--- src/rtl/omq_pkg.sv ---
package omq_pkg;
  localparam int SZ_SEL_W   = 3;
  localparam int BASE_IDX_W = 8;
  localparam int MAX_IDX_W  = BASE_IDX_W + (1 << SZ_SEL_W) - 1;
  localparam int CNT_W      = MAX_IDX_W + 1;

  typedef enum logic [1:0] {FS_IDLE, FS_REQ, FS_DATA} fetch_st_e;

  function automatic logic [MAX_IDX_W-1:0] idx_mask(input logic [SZ_SEL_W-1:0] sel);
    return MAX_IDX_W'((32'd1 << (BASE_IDX_W + 32'(sel))) - 32'd1);
  endfunction
endpackage

--- src/rtl/omq_head_ctr.sv ---
module omq_head_ctr
  import omq_pkg::*;
(
  input  logic                 clk_i,
  input  logic                 rst_ni,
  input  logic [SZ_SEL_W-1:0]  sz_sel_i,
  input  logic                 post_i,
  input  logic                 load_i,
  input  logic [CNT_W-1:0]     load_val_i,
  input  logic                 take_i,
  input  logic                 take_two_i,
  output logic [CNT_W-1:0]     cnt_o,
  output logic [MAX_IDX_W-1:0] idx_o
);
  logic [CNT_W-1:0]     cnt_q, cnt_d;
  logic [MAX_IDX_W-1:0] idx_q, idx_d;
  logic [1:0]           take_len;

  assign take_len = take_i ? (take_two_i ? 2'd2 : 2'd1) : 2'd0;

  always_comb begin
    cnt_d = cnt_q + CNT_W'(post_i) - CNT_W'(take_len);
    if (load_i) cnt_d = load_val_i;
    idx_d = (idx_q + MAX_IDX_W'(take_len)) & idx_mask(sz_sel_i);
  end

  always_ff @(posedge clk_i or negedge rst_ni) begin
    if (!rst_ni) begin
      cnt_q <= '0;
      idx_q <= '0;
    end else begin
      cnt_q <= cnt_d;
      idx_q <= idx_d;
    end
  end

  assign cnt_o = cnt_q;
  assign idx_o = idx_q;
endmodule

--- src/rtl/omq_fetch_eng.sv ---
module omq_fetch_eng
  import omq_pkg::*;
#(
  parameter int ADDR_W = 30,
  parameter int DATA_W = 32
) (
  input  logic              clk_i,
  input  logic              rst_ni,
  input  logic              start_i,
  input  logic              start_two_i,
  input  logic [ADDR_W-1:0] start_addr_i,
  output logic              busy_o,
  output logic              mem_req_o,
  input  logic              mem_ready_i,
  output logic [ADDR_W-1:0] mem_addr_o,
  output logic              mem_two_o,
  input  logic              mem_rvalid_i,
  input  logic [DATA_W-1:0] mem_rdata_i,
  output logic              beat_we_o,
  output logic              beat_sel_o,
  output logic [DATA_W-1:0] beat_data_o,
  output logic              done_o,
  output logic              done_two_o
);
  fetch_st_e         st_q, st_d;
  logic [ADDR_W-1:0] addr_q;
  logic              two_q;
  logic              beat_q;
  logic              last_beat;

  assign last_beat = mem_rvalid_i && (beat_q == two_q);

  always_comb begin
    st_d = st_q;
    unique case (st_q)
      FS_IDLE: if (start_i)     st_d = FS_REQ;
      FS_REQ:  if (mem_ready_i) st_d = FS_DATA;
      FS_DATA: if (last_beat)   st_d = FS_IDLE;
      default:                  st_d = FS_IDLE;
    endcase
  end

  always_ff @(posedge clk_i or negedge rst_ni) begin
    if (!rst_ni) begin
      st_q   <= FS_IDLE;
      addr_q <= '0;
      two_q  <= 1'b0;
      beat_q <= 1'b0;
    end else begin
      st_q <= st_d;
      if (st_q == FS_IDLE && start_i) begin
        addr_q <= start_addr_i;
        two_q  <= start_two_i;
      end
      if (st_q == FS_REQ) beat_q <= 1'b0;
      else if (st_q == FS_DATA && mem_rvalid_i) beat_q <= 1'b1;
    end
  end

  assign busy_o      = st_q != FS_IDLE;
  assign mem_req_o   = st_q == FS_REQ;
  assign mem_addr_o  = addr_q;
  assign mem_two_o   = two_q;
  assign beat_we_o   = st_q == FS_DATA && mem_rvalid_i;
  assign beat_sel_o  = beat_q;
  assign beat_data_o = mem_rdata_i;
  assign done_o      = st_q == FS_DATA && last_beat;
  assign done_two_o  = two_q;
endmodule

--- src/rtl/omq_prefetch_buf.sv ---
module omq_prefetch_buf #(
  parameter int DATA_W = 32,
  parameter int DEPTH  = 2
) (
  input  logic              clk_i,
  input  logic              rst_ni,
  input  logic              wr_i,
  input  logic              wr_sel_i,
  input  logic [DATA_W-1:0] wr_data_i,
  input  logic              commit_i,
  input  logic              commit_two_i,
  input  logic              pop_i,
  output logic [1:0]        cnt_o,
  output logic [DATA_W-1:0] rdata_o
);
  logic [DATA_W-1:0] slot_q [DEPTH];
  logic [1:0]        cnt_q;
  logic              rd_q;

  for (genvar i = 0; i < DEPTH; i++) begin : g_slot
    always_ff @(posedge clk_i or negedge rst_ni) begin
      if (!rst_ni)                        slot_q[i] <= '0;
      else if (wr_i && wr_sel_i == 1'(i)) slot_q[i] <= wr_data_i;
    end
  end

  // commit only happens while empty, so it never meets a pop
  always_ff @(posedge clk_i or negedge rst_ni) begin
    if (!rst_ni) begin
      cnt_q <= '0;
      rd_q  <= 1'b0;
    end else if (commit_i) begin
      cnt_q <= commit_two_i ? 2'd2 : 2'd1;
      rd_q  <= 1'b0;
    end else if (pop_i && cnt_q != 2'd0) begin
      cnt_q <= cnt_q - 2'd1;
      rd_q  <= 1'b1;
    end
  end

  assign cnt_o   = cnt_q;
  assign rdata_o = slot_q[rd_q];
endmodule

--- src/rtl/omq_prefetch_reader.sv ---
module omq_prefetch_reader
  import omq_pkg::*;
#(
  parameter int ADDR_W = 30,
  parameter int DATA_W = 32
) (
  input  logic                clk_i,
  input  logic                rst_ni,
  input  logic [SZ_SEL_W-1:0] sz_sel_i,
  input  logic [ADDR_W-1:0]   base_addr_i,
  input  logic                host_rd_i,
  output logic                host_ack_o,
  output logic                host_retry_o,
  output logic [DATA_W-1:0]   host_rdata_o,
  output logic                mem_req_o,
  input  logic                mem_ready_i,
  output logic [ADDR_W-1:0]   mem_addr_o,
  output logic                mem_two_o,
  input  logic                mem_rvalid_i,
  input  logic [DATA_W-1:0]   mem_rdata_i,
  input  logic                post_i,
  input  logic                cnt_load_i,
  input  logic [CNT_W-1:0]    cnt_load_val_i,
  input  logic                irq_mask_i,
  output logic                irq_o
);
  logic [CNT_W-1:0]     post_cnt;
  logic [MAX_IDX_W-1:0] head_idx, idx_msk;
  logic [ADDR_W-1:0]    msk_a, head_addr;
  logic [1:0]           buf_cnt;
  logic [DATA_W-1:0]    buf_rdata;
  logic                 fetch_busy, fetch_done, fetch_done_two;
  logic                 beat_we, beat_sel;
  logic [DATA_W-1:0]    beat_data;
  logic                 buf_has, rd_hit, rd_none, start, start_two;

  assign idx_msk   = idx_mask(sz_sel_i);
  assign msk_a     = ADDR_W'(idx_msk);
  assign head_addr = (base_addr_i & ~msk_a) | (ADDR_W'(head_idx) & msk_a);

  assign buf_has   = buf_cnt != 2'd0;
  assign rd_hit    = host_rd_i && buf_has;
  assign rd_none   = host_rd_i && !buf_has && !fetch_busy && post_cnt == '0;
  // refill on an empty read or on the read that drains the last word
  assign start     = host_rd_i && !fetch_busy && post_cnt != '0 && buf_cnt <= 2'd1;
  // a two-word burst never crosses the top of the region
  assign start_two = post_cnt >= CNT_W'(2) && head_idx != idx_msk;

  assign host_ack_o   = rd_hit || rd_none;
  assign host_retry_o = host_rd_i && !host_ack_o;
  assign host_rdata_o = buf_has ? buf_rdata : '1;
  assign irq_o        = !irq_mask_i && (post_cnt != '0 || buf_has);

  omq_head_ctr u_head (
    .clk_i      (clk_i),
    .rst_ni     (rst_ni),
    .sz_sel_i   (sz_sel_i),
    .post_i     (post_i),
    .load_i     (cnt_load_i),
    .load_val_i (cnt_load_val_i),
    .take_i     (fetch_done),
    .take_two_i (fetch_done_two),
    .cnt_o      (post_cnt),
    .idx_o      (head_idx)
  );

  omq_fetch_eng #(.ADDR_W(ADDR_W), .DATA_W(DATA_W)) u_fetch (
    .clk_i        (clk_i),
    .rst_ni       (rst_ni),
    .start_i      (start),
    .start_two_i  (start_two),
    .start_addr_i (head_addr),
    .busy_o       (fetch_busy),
    .mem_req_o    (mem_req_o),
    .mem_ready_i  (mem_ready_i),
    .mem_addr_o   (mem_addr_o),
    .mem_two_o    (mem_two_o),
    .mem_rvalid_i (mem_rvalid_i),
    .mem_rdata_i  (mem_rdata_i),
    .beat_we_o    (beat_we),
    .beat_sel_o   (beat_sel),
    .beat_data_o  (beat_data),
    .done_o       (fetch_done),
    .done_two_o   (fetch_done_two)
  );

  omq_prefetch_buf #(.DATA_W(DATA_W), .DEPTH(2)) u_buf (
    .clk_i        (clk_i),
    .rst_ni       (rst_ni),
    .wr_i         (beat_we),
    .wr_sel_i     (beat_sel),
    .wr_data_i    (beat_data),
    .commit_i     (fetch_done),
    .commit_two_i (fetch_done_two),
    .pop_i        (rd_hit),
    .cnt_o        (buf_cnt),
    .rdata_o      (buf_rdata)
  );
endmodule

--- config.mk ---
export PLATFORM = sky130hd
export DESIGN_NAME = omq_prefetch_reader
export DESIGN_NICKNAME = d
export VERILOG_FILES = /design/src/rtl/omq_pkg.sv /design/src/rtl/omq_head_ctr.sv /design/src/rtl/omq_fetch_eng.sv /design/src/rtl/omq_prefetch_buf.sv /design/src/rtl/omq_prefetch_reader.sv
export SDC_FILE = /design/constraint.sdc
export NUM_CORES = 1
export LEC_CHECK = 0
export CELL_PAD_IN_SITES_DETAIL_PLACEMENT = 1
export CELL_PAD_IN_SITES_GLOBAL_PLACEMENT = 1
export CORE_ASPECT_RATIO = 0.6
export CORE_MARGIN = 1.5
export CORE_UTILIZATION = 39
export CTS_CLUSTER_DIAMETER = 200
export DETAILED_ROUTE_END_ITERATION = 7
export GPL_TIMING_DRIVEN = 0
export HOLD_SLACK_MARGIN = 0.03
export PLACE_DENSITY_LB_ADDON = 0.1
export SLEW_MARGIN = 5
export SYNTH_ARGS = -nofsm -noshare
export SYNTH_HDL_FRONTEND = slang
export SYNTH_SLANG_ARGS = --single-unit
--- constraint.sdc ---
create_clock -name clk_i -period 3.5 [get_ports clk_i]
set_input_delay 0.35 -clock clk_i [delete_from_list [all_inputs] [get_ports clk_i]]
set_output_delay 0.35 -clock clk_i [all_outputs]
set_load 0.01 [all_outputs]
# == Word level (Yosys, flattened, before mapping) ==
# Cells that the tools add are included.
# word_totals
ff_bits,132
inputBits,89
output_inout_bits,67
wordCells,82
# classes
n_reduce_logical,31
n_lt_le_gt_ge,3
n_addsub,6
muxes,17
bitwise_logic,7
n_eq_ne,7
n_shift,1
# op_table
operator,n
two-way mux 32 bit,4
"<< shifter 1 x 32 -> 15 bit, first input constant",1
bitwise AND 15 bit,2
bitwise AND 30 bit,1
inverter 15 -> 30 bit,1
bitwise OR 30 x 15 -> 30 bit,1
logical AND 1 bit,17
adder 16 x 1 -> 16 bit,1
">= comparator 16 x 2 -> 1 bit, second input constant",1
zero test 16 bit,1
two-way mux 16 bit,1
nonzero test 16 bit,1
subtractor 16 x 2 -> 16 bit,1
adder 15 x 2 -> 15 bit,1
inequality test 15 bit,1
"subtractor 15 x 1 -> 15 bit, second input constant",1
two-way mux 2 bit,7
nonzero test 2 bit,4
"inequality test 2 x 1 -> 1 bit, second input constant",3
one-hot mux 2 bit (3 select lines),1
"adder 4 x 3 -> 5 bit, first input constant",1
zero test 1 bit,4
two-way mux 1 bit,4
AND reduction 3 bit,1
10 further kinds,11

# == Longest topological paths before layout ==
# depth
depth_word,8
depth_mapped,13
ltp_nobuf,13

# == Hierarchy ==
# A second synthesis with hierarchy kept.
# unflattened
cells_unflattened,685
hier_area_um2,7723.7
# by_module_without_submodules
mod,area_per_inst_um2,cells_per_inst,n_inst
omq_prefetch_buf,2951.6,188,1
omq_head_ctr,2244.7,252,1
omq_fetch_eng,1722.9,117,1
omq_prefetch_reader,804.5,128,1

# == Worst setup path after synthesis ==
# No wires, ideal clock.
# synth_path
path_kind,register to register
from,register u_fetch.st_q[0]
to,register u_head.cnt_q[15] (netlist: u_head.cnt_o[15])
stages_incl_launch_ff,13
slack_ns,0.499
t_arrival_ns,2.877
setup_ns,0.124
n_path_buf,0
t_required_ns,3.376
path_cell_list,dfrtp_1 nor2b_1 nand2_1 nor2_1 nand2_1 ha_1 ha_1 a211oi_1 o21ai_0 a21oi_1 a211oi_2 and4b_1 a211o_1
# synth_between
elab_chain_cells,5
# synth_rtl
element,line_no,rtl
"start, declared",omq_fetch_eng.sv:25,"fetch_st_e st_q, st_d;"
"start signal, assigned",omq_fetch_eng.sv:50,st_q <= st_d;
equality test 2 bit,omq_fetch_eng.sv:67,assign done_o = st_q == FS_DATA && last_beat;
logical AND 1 bit,omq_fetch_eng.sv:67,
two-way mux 2 bit,omq_head_ctr.sv:19,assign take_len = take_i ? (take_two_i ? 2'd2 : 2'd1) : 2'd0;
subtractor 16 x 2 -> 16 bit,omq_head_ctr.sv:22,cnt_d = cnt_q + CNT_W'(post_i) - CNT_W'(take_len);
two-way mux 16 bit,omq_head_ctr.sv:23,if (load_i) cnt_d = load_val_i;
via u_head.cnt_d[15],omq_head_ctr.sv:15,"logic [CNT_W-1:0] cnt_q, cnt_d;"
"end signal, assigned",omq_head_ctr.sv:32,cnt_q <= cnt_d;
"end, declared",omq_head_ctr.sv:15,
# The timed path passes the listed nets, and every way through them passes these cells.
# A chain may end at the register's enable or synchronous reset.

# == Final worst setup path ==
# layout_path
from,register u_fetch.st_q[0]
to,register u_head.cnt_q[12] (netlist: u_head.cnt_o[12])
# The elaborated chain is that of the path after synthesis.

==> results.cfg <==
[floorplan]
die_area_mm2 = 0.01895
initial_core_util = 0.4056
die_w_um = 176.7
die_h_um = 107.2
fp.coreArea_mm2 = 0.01741
top_level_ports = 156
row_count = 37

[synthesis]
synth_most_common_cell = nand2_1
yosys_warnings = 0
synth_area_leader_cell = dfrtp_1
ys_seq_area_frac = 0.4678
syn_avg_cell_area_um2 = 10.29
synth-edff-count = 0
synth_nets = 810
ys_async_sr_fraction = 1.000
syn-instance-count = 686
synth_area_leaders = dfrtp_1, nand2_1, ha_1
synth-seq-cells = 132
synth.top_cells.by_count = nand2_1, dfrtp_1, a211o_1, mux2_2, nor2b_1
synth_top_area_share = 0.4678
ys_types = 55
synth_flop_cell = dfrtp_1
synth_area_mm2 = 0.007061

[sta]
max_slew_margin = 0.4815
fin_ws_ps = 187.4
hold_violations = 0
rsz0062_at_grt = no
finalClockSkew_ps = 14.52
drv_slew = 0
layout_min_cycle_time_ps = 3313
setup_viol = 0
worst_slew_pin_slew_ps = 771.8
fmax_mhz = 301.9
min_period_over_period = 0.9464

[route]
via_count = 5676
wl_per_cell_um = 18.67
drc = 0
firstDrtPassIters = 4
drt_iter0_drc = 251
antenna_left = 0
viasPerCell = 5.151
totalWireLength_um = 20580

[run]
cap_violations = 0

[placement]
hpwl_um = 15200
gp_congestion = 0.7999
portBuffers = 146
place_ws_ps = -619.1

[power]
power_mw = 9.307
p_seq_frac = 0.283
vdd_drop_max_mv = 0.4075
power.density_mw_per_mm2 = 978.4
p_leak_nw = 4.419
switching_share = 0.3797
p_sw_mw = 3.533
power_frac_clock = 0.192
p_int_mw = 5.773
power_frac_comb = 0.525

[clock_network]
cts_tree = yes
clk_path_buf_depth = 2
htree_levels = 4
cts_buffers = 17
cts.reportedPaths.clkPinSlew_ps = 70
cts.sink_count = 132
clkLatencyLatePin_ps = 410
cts_root_buf = clkbuf_16

[critical_path]
cp.required_ps = 3790
cp.arrival_ps = 3600
path_cells = nor2b_2 > nand2_1 > nor2_4 > nand2_1 > ha_1 > fa_1 > a21oi_2 > o22ai_2 > a211oi_4 > o21ai_1 > o41ai_2
crit_type = reg -> reg
r2r_slack_ps = 190
cp-start-kind = flip-flop
cp_max_fo = 6
worstSetupEndpointType = flip-flop
crit_slowest_cell = fa_1
max_stage_delay_ps = 490
cpMostUsedCell = nand2_1

[global_routing]
grt_use_total = 0.2264
grt_pass1_wl_um = 32950
antenna_found_initial = 1
grt_overflow = 0
grt_pass1_vias = 6074
grt_start_max_net_pins = 90

[min_path]
min_path_type = in -> reg

[finish]
drive_above_1_share = 0.1359
areaGrowthSynthToFinish_pct = 34.72
fillers = 1917
fin_nets = 979
n_antenna_cell = 0
ff_latch_area_mm2 = 0.003303
multiInputGateArea_mm2 = 0.003527

[status]
status = completed
routing by layer:
metal | GRT usage | vias up | routed length (um)
met5 | 0 | - | 0
met4 | 0.04298 | 0 | 70
met3 | 0.05745 | 6 | 1244
met2 | 0.3487 | 123 | 8976
met1 | 0.3229 | 2871 | 10280
li1 | - | 2676 | -
worst paths after layout:
| kind | to | cells after the start | startpoint |
|---|---|---|---|
| max | u_head.cnt_o[12] | 11 | u_fetch.st_q[0] |
| min | u_head.idx_o[11] | 2 | sz_sel_i[2] |
| max reg2reg | u_head.cnt_o[12] | 11 | u_fetch.st_q[0] |
| min reg2reg | u_buf.slot_q[13] | 2 | u_buf.slot_q[13] |
| max in group asynchronous | u_fetch.mem_addr_o[29] | 3 | rst_ni |
| min in group asynchronous | u_fetch.mem_addr_o[27] | 2 | rst_ni |
power by group through the flow:
stage | Sequential (mW) | Combinational, mW | Clock (mW)
after floorplan | 2.58 | 2.88 | 0
after global placement | 2.59 | 4.61 | 0
after detailed placement | 2.64 | 4.78 | 0
after CTS | 2.63 | 4.87 | 1.83
after global routing | 2.72 | 5.34 | 1.89
final | 2.63 | 4.88 | 1.79
cells in the final DEF (no fill, tap or decap), types with 4 or more instances in the layout:
cell type	synthesis	final
ha_1	33	33
clkbuf_16	0	17
xnor2_1	16	16
mux2_2	35	35
nor2_1	32	31
buf_6	3	4
nand4_1	4	4
mux2_4	23	23
clkinvlp_4	0	4
nand2_1	133	133
mux2i_1	9	9
nand2b_1	5	5
nor3_1	5	4
a21o_1	5	5
buf_2	5	5
nand3_1	5	5
clkbuf_1	23	22
inv_1	32	32
xor2_1	13	13
dfrtp_1	132	132
o21bai_1	4	4
clkdlybuf4s50_1	0	145
a21oi_1	25	23
nor2b_1	35	34
a211o_1	35	35
o21ai_0	21	21
through the flow:
step	area (um2)	TNS, ps	util	cells	hold slack (ps)
3_5_place_dp	8843	-4299	0.5081	1067	299.3
3_3_place_gp	8815	-427950	0.5064	1066	458.5
6_report	9512	0	0.5464	1102	296.0
4_1_cts	9464	0	0.5437	1100	275.2
5_1_grt	9512	0	0.5464	1102	295.8
2_1_floorplan	7061	0	-	686	54.41
state kept, by name (all words and copies together), names as in the netlist:
name,flops
u_fetch.done_two_o,1
u_fetch.mem_addr_o,30
u_fetch.st_q,2
u_buf.slot_q,64
u_head.cnt_o,16
u_head.idx_o,15
u_buf.rd_q,1
u_fetch.beat_sel_o,1
u_buf.cnt_o,2
area by class of cell:
class	instances	share of cell area
tap	234	0.03078
inverter	32	0.01263
clock buffer	18	0.04617
clock inverter	14	0.01605
sequential	132	0.3473
multi-input combinational	488	0.3708
timing repair buffer	150	0.1593
buffer	34	0.01697
critical path, delay by kind of cell (launching register included):
family                   cells  cell delay [ps]
AO/OA/AOI/OAI                5             1230
adder cells (fa/ha/maj)      2              830
flip-flops                   1              440
AND/OR/NAND/NOR              4              680
kinds of logic (layout without fill, tap and decap cells):
| family | after synthesis | count (layout) | synth area share |
|---|---|---|---|
| AND/OR/NAND/NOR | 243 | 243 | 0.1602 |
| adder cells (fa/ha/maj) | 35 | 35 | 0.06415 |
| buffers and inverters | 66 | 248 | 0.03970 |
| AO/OA/AOI/OAI | 114 | 114 | 0.1147 |
| flip-flops | 132 | 132 | 0.4678 |
| XOR/XNOR | 29 | 29 | 0.03597 |
| multiplexers | 67 | 67 | 0.1175 |
timing repair:
action | 4_1_cts | 5_1_grt
hold buffers | 1 | 0
pin swaps | 0 | 2
resized for setup | 4 | 8
endpoints found under the hold margin | 43 | 0
buffers inserted | 0 | 2
setup endpoints to repair | 6 | 25
Power figures use the tool's default switching activity.
